[src/rtl/alc_pkg.sv]
package alc_pkg;

  typedef enum logic [2:0] {
    BAND_NONE = 3'd0,
    BAND_THR  = 3'd1,
    BAND_FS   = 3'd2,
    BAND_FS6  = 3'd3,
    BAND_FS12 = 3'd4
  } band_e;

  // step size in gain codes for a step mode and overshoot band
  function automatic logic [3:0] step_of(input logic [1:0] mode, input band_e band);
    logic [3:0] s;
    s = 4'd0;
    if (band != BAND_NONE) begin
      unique case (mode)
        2'd0: s = 4'd1;
        2'd1: s = 4'd2;
        2'd2: begin
          unique case (band)
            BAND_THR:  s = 4'd2;
            BAND_FS12: s = 4'd8;
            default:   s = 4'd4;
          endcase
        end
        default: begin
          unique case (band)
            BAND_THR:  s = 4'd1;
            BAND_FS:   s = 4'd2;
            BAND_FS6:  s = 4'd4;
            default:   s = 4'd8;
          endcase
        end
      endcase
    end
    return s;
  endfunction

  // linear threshold: full scale times a Q16 fraction of -2.5/-4.1/-6.0/-8.5 dB
  function automatic longint thr_calc(input int w, input int sel);
    longint q;
    longint fs;
    case (sel)
      0:       q = 49145;
      1:       q = 40877;
      2:       q = 32846;
      default: q = 24631;
    endcase
    fs = (longint'(1) <<< (w - 1)) - 1;
    return (fs * q) >>> 16;
  endfunction

endpackage

[src/rtl/alc_level_det.sv]
module alc_level_det
  import alc_pkg::*;
#(
  parameter int W         = 16,
  parameter int GAIN_W    = 8,
  parameter int GAIN_FRAC = 6
) (
  input  logic [W-1:0]      sample_i,
  input  logic [GAIN_W-1:0] gain_i,
  input  logic [1:0]        thr_sel_i,
  output logic [W-1:0]      out_o,
  output band_e             band_o
);

  localparam int PW = W + GAIN_W + 1;
  localparam logic [PW-1:0] FS_MAX = {{(PW-W+1){1'b0}}, {(W-1){1'b1}}};
  localparam logic [PW-1:0] FS_NEG = FS_MAX + 1'b1;
  localparam logic [PW-1:0] LIM6   = {{(PW-W-1){1'b0}}, 1'b1, {W{1'b0}}};
  localparam logic [PW-1:0] LIM12  = {{(PW-W-2){1'b0}}, 1'b1, {(W+1){1'b0}}};
  localparam logic [PW-1:0] THR_0  = PW'(thr_calc(W, 0));
  localparam logic [PW-1:0] THR_1  = PW'(thr_calc(W, 1));
  localparam logic [PW-1:0] THR_2  = PW'(thr_calc(W, 2));
  localparam logic [PW-1:0] THR_3  = PW'(thr_calc(W, 3));

  logic signed [PW-1:0] prod;
  logic signed [PW-1:0] scaled;
  logic        [PW-1:0] mag;
  logic        [PW-1:0] thr;

  always_comb begin
    prod   = $signed(sample_i) * $signed({1'b0, gain_i});
    scaled = prod >>> GAIN_FRAC;
    mag    = scaled[PW-1] ? PW'(-scaled) : PW'(scaled);
  end

  always_comb begin
    unique case (thr_sel_i)
      2'd0:    thr = THR_0;
      2'd1:    thr = THR_1;
      2'd2:    thr = THR_2;
      default: thr = THR_3;
    endcase
  end

  always_comb begin
    if (mag >= LIM12)      band_o = BAND_FS12;
    else if (mag >= LIM6)  band_o = BAND_FS6;
    else if (mag > FS_MAX) band_o = BAND_FS;
    else if (mag >= thr)   band_o = BAND_THR;
    else                   band_o = BAND_NONE;
  end

  always_comb begin
    if (!scaled[PW-1] && mag > FS_MAX)     out_o = {1'b0, {(W-1){1'b1}}};
    else if (scaled[PW-1] && mag > FS_NEG) out_o = {1'b1, {(W-1){1'b0}}};
    else                                   out_o = scaled[W-1:0];
  end

endmodule

[src/rtl/alc_gain_ctrl.sv]
module alc_gain_ctrl
  import alc_pkg::*;
#(
  parameter int GAIN_W    = 8,
  parameter int GAIN_INIT = 64
) (
  input  logic              clk_i,
  input  logic              rst_ni,
  input  logic              tick_i,
  input  band_e             band_l_i,
  input  band_e             band_r_i,
  input  logic [1:0]        step_mode_i,
  input  logic              zc_off_i,
  output logic [GAIN_W-1:0] target_nxt_o
);

  logic [GAIN_W-1:0] target_q;
  logic [GAIN_W-1:0] step;
  band_e             band_max;

  always_comb begin
    band_max = (band_l_i > band_r_i) ? band_l_i : band_r_i;
    if (zc_off_i) step = GAIN_W'(band_max != BAND_NONE);
    else          step = GAIN_W'(step_of(step_mode_i, band_max));
    target_nxt_o = (target_q > step) ? target_q - step : '0;
  end

  always_ff @(posedge clk_i or negedge rst_ni) begin
    if (!rst_ni)     target_q <= GAIN_W'(GAIN_INIT);
    else if (tick_i) target_q <= target_nxt_o;
  end

endmodule

[src/rtl/alc_ch_apply.sv]
module alc_ch_apply
  import alc_pkg::*;
#(
  parameter int W         = 16,
  parameter int GAIN_W    = 8,
  parameter int GAIN_INIT = 64,
  parameter int TMO_BASE  = 128
) (
  input  logic              clk_i,
  input  logic              rst_ni,
  input  logic              valid_i,
  input  logic              en_i,
  input  logic [W-1:0]      sample_i,
  input  logic              zc_off_i,
  input  logic [1:0]        tmo_sel_i,
  input  band_e             band_i,
  input  logic [GAIN_W-1:0] target_nxt_i,
  output logic [GAIN_W-1:0] gain_o
);

  localparam int CNT_W = $clog2(TMO_BASE * 8);

  logic              prev_msb_q;
  logic [CNT_W-1:0]  cnt_q;
  logic [CNT_W-1:0]  lim;
  logic [GAIN_W-1:0] gain_q;
  logic [GAIN_W-1:0] gain_dec;
  logic [GAIN_W-1:0] ov_gain;
  logic              zc;
  logic              apply;
  logic              overload;

  always_comb begin
    lim      = CNT_W'((TMO_BASE << tmo_sel_i) - 1);
    zc       = (sample_i == '0) || (sample_i[W-1] != prev_msb_q);
    apply    = zc_off_i || zc || (cnt_q == lim);
    overload = (band_i >= BAND_FS);
    gain_dec = (gain_q != '0) ? gain_q - 1'b1 : '0;
    ov_gain  = (gain_dec > target_nxt_i) ? gain_dec : target_nxt_i;
  end

  always_ff @(posedge clk_i or negedge rst_ni) begin
    if (!rst_ni) begin
      prev_msb_q <= 1'b0;
      cnt_q      <= '0;
      gain_q     <= GAIN_W'(GAIN_INIT);
    end else if (valid_i) begin
      prev_msb_q <= sample_i[W-1];
      if (en_i) begin
        if (apply) begin
          gain_q <= target_nxt_i;
          cnt_q  <= '0;
        end else begin
          cnt_q <= cnt_q + 1'b1;
          if (overload) gain_q <= ov_gain;
        end
      end
    end
  end

  assign gain_o = gain_q;

endmodule

[src/rtl/alc_limiter.sv]
module alc_limiter
  import alc_pkg::*;
#(
  parameter int W         = 16,
  parameter int GAIN_W    = 8,
  parameter int GAIN_FRAC = 6,
  parameter int GAIN_INIT = 64,
  parameter int TMO_BASE  = 128
) (
  input  logic              clk_i,
  input  logic              rst_ni,
  input  logic              smp_valid_i,
  input  logic [W-1:0]      left_i,
  input  logic [W-1:0]      right_i,
  input  logic              cfg_en_i,
  input  logic [1:0]        cfg_thr_i,
  input  logic [1:0]        cfg_step_i,
  input  logic              cfg_zc_off_i,
  input  logic [1:0]        cfg_tmo_i,
  output logic [GAIN_W-1:0] gain_l_o,
  output logic [GAIN_W-1:0] gain_r_o,
  output logic [W-1:0]      left_o,
  output logic [W-1:0]      right_o
);

  localparam int NCH = 2;

  logic [W-1:0]      smp_in  [NCH];
  logic [W-1:0]      smp_sc  [NCH];
  logic [W-1:0]      smp_q   [NCH];
  logic [GAIN_W-1:0] gain    [NCH];
  band_e             band    [NCH];
  logic [GAIN_W-1:0] target_nxt;
  logic              tick;

  assign smp_in[0] = left_i;
  assign smp_in[1] = right_i;
  assign tick      = smp_valid_i && cfg_en_i;

  alc_gain_ctrl #(
    .GAIN_W   (GAIN_W),
    .GAIN_INIT(GAIN_INIT)
  ) u_gain_ctrl (
    .clk_i       (clk_i),
    .rst_ni      (rst_ni),
    .tick_i      (tick),
    .band_l_i    (band[0]),
    .band_r_i    (band[1]),
    .step_mode_i (cfg_step_i),
    .zc_off_i    (cfg_zc_off_i),
    .target_nxt_o(target_nxt)
  );

  for (genvar c = 0; c < NCH; c++) begin : g_ch
    alc_level_det #(
      .W        (W),
      .GAIN_W   (GAIN_W),
      .GAIN_FRAC(GAIN_FRAC)
    ) u_det (
      .sample_i (smp_in[c]),
      .gain_i   (gain[c]),
      .thr_sel_i(cfg_thr_i),
      .out_o    (smp_sc[c]),
      .band_o   (band[c])
    );

    alc_ch_apply #(
      .W        (W),
      .GAIN_W   (GAIN_W),
      .GAIN_INIT(GAIN_INIT),
      .TMO_BASE (TMO_BASE)
    ) u_apply (
      .clk_i       (clk_i),
      .rst_ni      (rst_ni),
      .valid_i     (smp_valid_i),
      .en_i        (cfg_en_i),
      .sample_i    (smp_in[c]),
      .zc_off_i    (cfg_zc_off_i),
      .tmo_sel_i   (cfg_tmo_i),
      .band_i      (band[c]),
      .target_nxt_i(target_nxt),
      .gain_o      (gain[c])
    );

    always_ff @(posedge clk_i or negedge rst_ni) begin
      if (!rst_ni)          smp_q[c] <= '0;
      else if (smp_valid_i) smp_q[c] <= smp_sc[c];
    end
  end

  assign gain_l_o = gain[0];
  assign gain_r_o = gain[1];
  assign left_o   = smp_q[0];
  assign right_o  = smp_q[1];

endmodule

[config.mk]
export PLATFORM = sky130hd
export DESIGN_NAME = alc_limiter
export DESIGN_NICKNAME = d
export VERILOG_FILES = /design/src/rtl/alc_pkg.sv /design/src/rtl/alc_level_det.sv /design/src/rtl/alc_gain_ctrl.sv /design/src/rtl/alc_ch_apply.sv /design/src/rtl/alc_limiter.sv
export SDC_FILE = /design/constraint.sdc
export NUM_CORES = 1
export LEC_CHECK = 0
export ABC_AREA = 1
export CORE_UTILIZATION = 55
export CTS_CLUSTER_SIZE = 24
export DETAILED_ROUTE_END_ITERATION = 6
export GPL_ROUTABILITY_DRIVEN = 0
export GPL_TIMING_DRIVEN = 0
export PLACE_DENSITY = 0.78
export SYNTH_ARGS = -nofsm -noshare
export SYNTH_HDL_FRONTEND = slang
export SYNTH_SLANG_ARGS = --single-unit
[constraint.sdc]
create_clock -name clk_i -period 24.6 [get_ports clk_i]
set_input_delay 2.46 -clock clk_i [delete_from_list [all_inputs] [get_ports clk_i]]
set_output_delay 2.46 -clock clk_i [all_outputs]
set_load 0.01 [all_outputs]
==> impl_metrics.env <==
export IMPL_synth_cells=2387
export IMPL_cts_repair_resized=0
export IMPL_grt_pass1_wl_um=67800
export IMPL_layout_cells_most_common="nand2_1"
export IMPL_fp_dieH_um=176
export IMPL_coreArea_mm2=0.0298
export IMPL_cts_buffers_inserted=9
export IMPL_clock_skew_ns=0.00776
export IMPL_slew_violations=0
export IMPL_drcViolationCount=0
export IMPL_drt_pass1_iterations=7
export IMPL_syn_nets=2791
export IMPL_cts_clk_slew_worst_paths_ns=0.06
export IMPL_required_ns=24.83
export IMPL_clk_path_buf_depth=2
export IMPL_synthDistinctLibCells=56
export IMPL_ys_ff_latch=78
export IMPL_final_cell_mix="619 x nand2_1, 612 x inv_1, 203 x fa_1, 158 x ha_1, 122 x nor2_1"
export IMPL_wl_um=39400
export IMPL_cts_tree="done"
export IMPL_port_buffers=59
export IMPL_grtUsageTotal_pct=26.9
export IMPL_postCtsSetupRepairBufs=0
export IMPL_drive_gt1_share_pct=4.06
export IMPL_fin_ws_ns=9.85
export IMPL_vias_per_cell=5.12
export IMPL_yosysSeqAreaShare_pct=11.7
export IMPL_num_antenna_cells=0
export IMPL_holdWs_ns=0.485
export IMPL_die_area_mm2=0.0311
export IMPL_ant_nets=0
export IMPL_grt_max_degree=69
export IMPL_ys_async_sr_fraction_pct=100
export IMPL_min_path_type="reg -> reg"
export IMPL_num_rows=63
export IMPL_cts_hold_buffers=0
export IMPL_outcome="complete, no violations"
export IMPL_dieWidth_um=176
export IMPL_yosys_top_cells_area="fa_1 24%, nand2_1 14%, inv_1 14%, ha_1 12%, dfrtp_1 11%"
export IMPL_dp_hpwl_um=33300
export IMPL_finalCritPeriodShare_pct=60.0
export IMPL_end_kind="register"
export IMPL_worst_path_max_fanout=10
export IMPL_synth_main_ff_cell="dfrtp_1"
export IMPL_fin_setup_tns_ns=0
export IMPL_grt_pass1_vias=14800
export IMPL_antenna_found_initial=0
export IMPL_final_net_count=2862
export IMPL_drt_iter0_drc=945
export IMPL_min_period_ns=14.75
export IMPL_slew_headroom_pct=28.9
export IMPL_worst_pin_slew_ns=1.06
export IMPL_fmax_ghz=0.0678
export IMPL_slowest_delay_ns=0.57
export IMPL_max_cap_violations=0
export IMPL_start_util_pct=56.1
export IMPL_via_count=14600
export IMPL_clock_latency_ns=0.35
export IMPL_pre_cts_ws_ns=9.57
export IMPL_root_buffer="clkbuf_16"
export IMPL_synth_edf_count=0
export IMPL_rsz0062_at_grt="false"
export IMPL_yosysTopAreaCellShare_pct=24.3
export IMPL_wl_per_cell_um=13.8
export IMPL_yosysTopAreaCell="fa_1"
export IMPL_syn_to_final_growth_pct=8.49
export IMPL_htreeDepth=3
export IMPL_cpMaxStageDelayCell="fa_1"
export IMPL_netlist_area_mm2=0.0167
export IMPL_fin_cells=2853
export IMPL_hold_viol=0
export IMPL_crit_top_cell="nand2_1"
export IMPL_avgSynthCellArea_um2=7.00
export IMPL_io_pins=91
export IMPL_startpoint_type="input port"
export IMPL_overflow=0
export IMPL_crit_type="in -> reg"
export IMPL_yosys_warnings=0
export IMPL_place_inst=2837
export IMPL_finalSetupViolCount=0
export IMPL_worstPathArrival_ns=14.98
export IMPL_clock_sinks=78
-- layer usage --
layer  part of all wire, %  track usage (%)  vias up
met1                    44             35.0     6888
met2                    49             47.1      381
met3                   5.1             2.78       53
li1                      -                -     7282
met5                     0                0        -
met4                   2.1             7.58        0
-- critical path, delay by kind of cell --
family / cells / cell delay (ns)
xor+xnor: 1 / 0.24
simple gates: 38 / 4.05
fa+ha+maj: 9 / 3.79
compound gates: 10 / 2.01
buf+inv: 12 / 2.43
-- state kept, by name, summed over array words and instances, names as in the netlist --
name / flops
u_gain_ctrl.target_q: 8
g_ch.u_apply.prev_msb_q: 2
left_o: 16
right_o: 16
g_ch.u_apply.cnt_q: 20
g_ch.u_apply.gain_o: 16
-- area by class of cell --
cell class,count,area (um^2)
Buffer,84,400
Clock buffer,10,229
Clock inverter,6,86.3
Fill cell,2759,11700
Inverter,620,2330
Multi-Input combinational cell,1605,12000
Sequential cell,78,1960
Tap cell,390,488
Timing Repair Buffer,60,616
-- Yosys cell counts (4+ instances only) --
master / count
a211oi_1: 4
a21oi_1: 91
a31oi_1: 5
buf_1: 14
buf_4: 8
buf_6: 7
clkbuf_1: 53
dfrtp_1: 75
fa_1: 203
ha_1: 158
inv_1: 612
inv_2: 6
nand2_1: 619
nand2_2: 18
nand3_1: 82
nand3_2: 7
nand3b_1: 10
nand4_1: 26
nor2_1: 122
nor2_2: 6
nor2_4: 5
nor3_1: 26
nor3b_1: 7
nor4_1: 11
o211ai_1: 18
o21a_1: 4
o21ai_0: 62
o21ai_1: 16
o21bai_1: 5
xnor2_1: 18
xor2_1: 46
-- path summary, 6_finish.rpt --
path	from	end	slack, ns	depth (start not counted)
hold / removal	left_o[10]	left_o[10]	0.49	2
min in group asynchronous	rst_ni	u_gain_ctrl.target_q[7]	1.95	1
hold reg to reg	left_o[10]	left_o[10]	0.49	2
max in group asynchronous	rst_ni	left_o[3]	22.04	2
setup / recovery	left_i[15]	g_ch[1].u_apply.gain_o[4]	9.85	70
setup reg to reg	g_ch[0].u_apply.gain_o[3]	g_ch[1].u_apply.gain_o[4]	11.67	72
-- per-stage QoR --
step | area, um^2 | utilization (%)
after global routing | 18100 | 60.9
after CTS | 18100 | 60.9
after floorplan | 16700 | -
final | 18100 | 60.9
after detailed placement | 17800 | 59.8
after global placement | 17800 | 59.7
-- kinds of logic (layout without fill, tap and decap cells) --
family | after synthesis | in the layout | synth area share [%]
buffers and inverters | 704 | 780 | 16.3
and+or+nand+nor | 953 | 953 | 24.5
xor gates and xnor gates | 67 | 67 | 3.65
AOI/OAI and AO/OA | 224 | 224 | 7.73
adders and majority gates | 361 | 361 | 36.1
DFF | 78 | 78 | 11.7
Power is left out: the tool's default activity adds up to more than one toggle a clock period on the data nets, which glitch-free logic cannot reach.
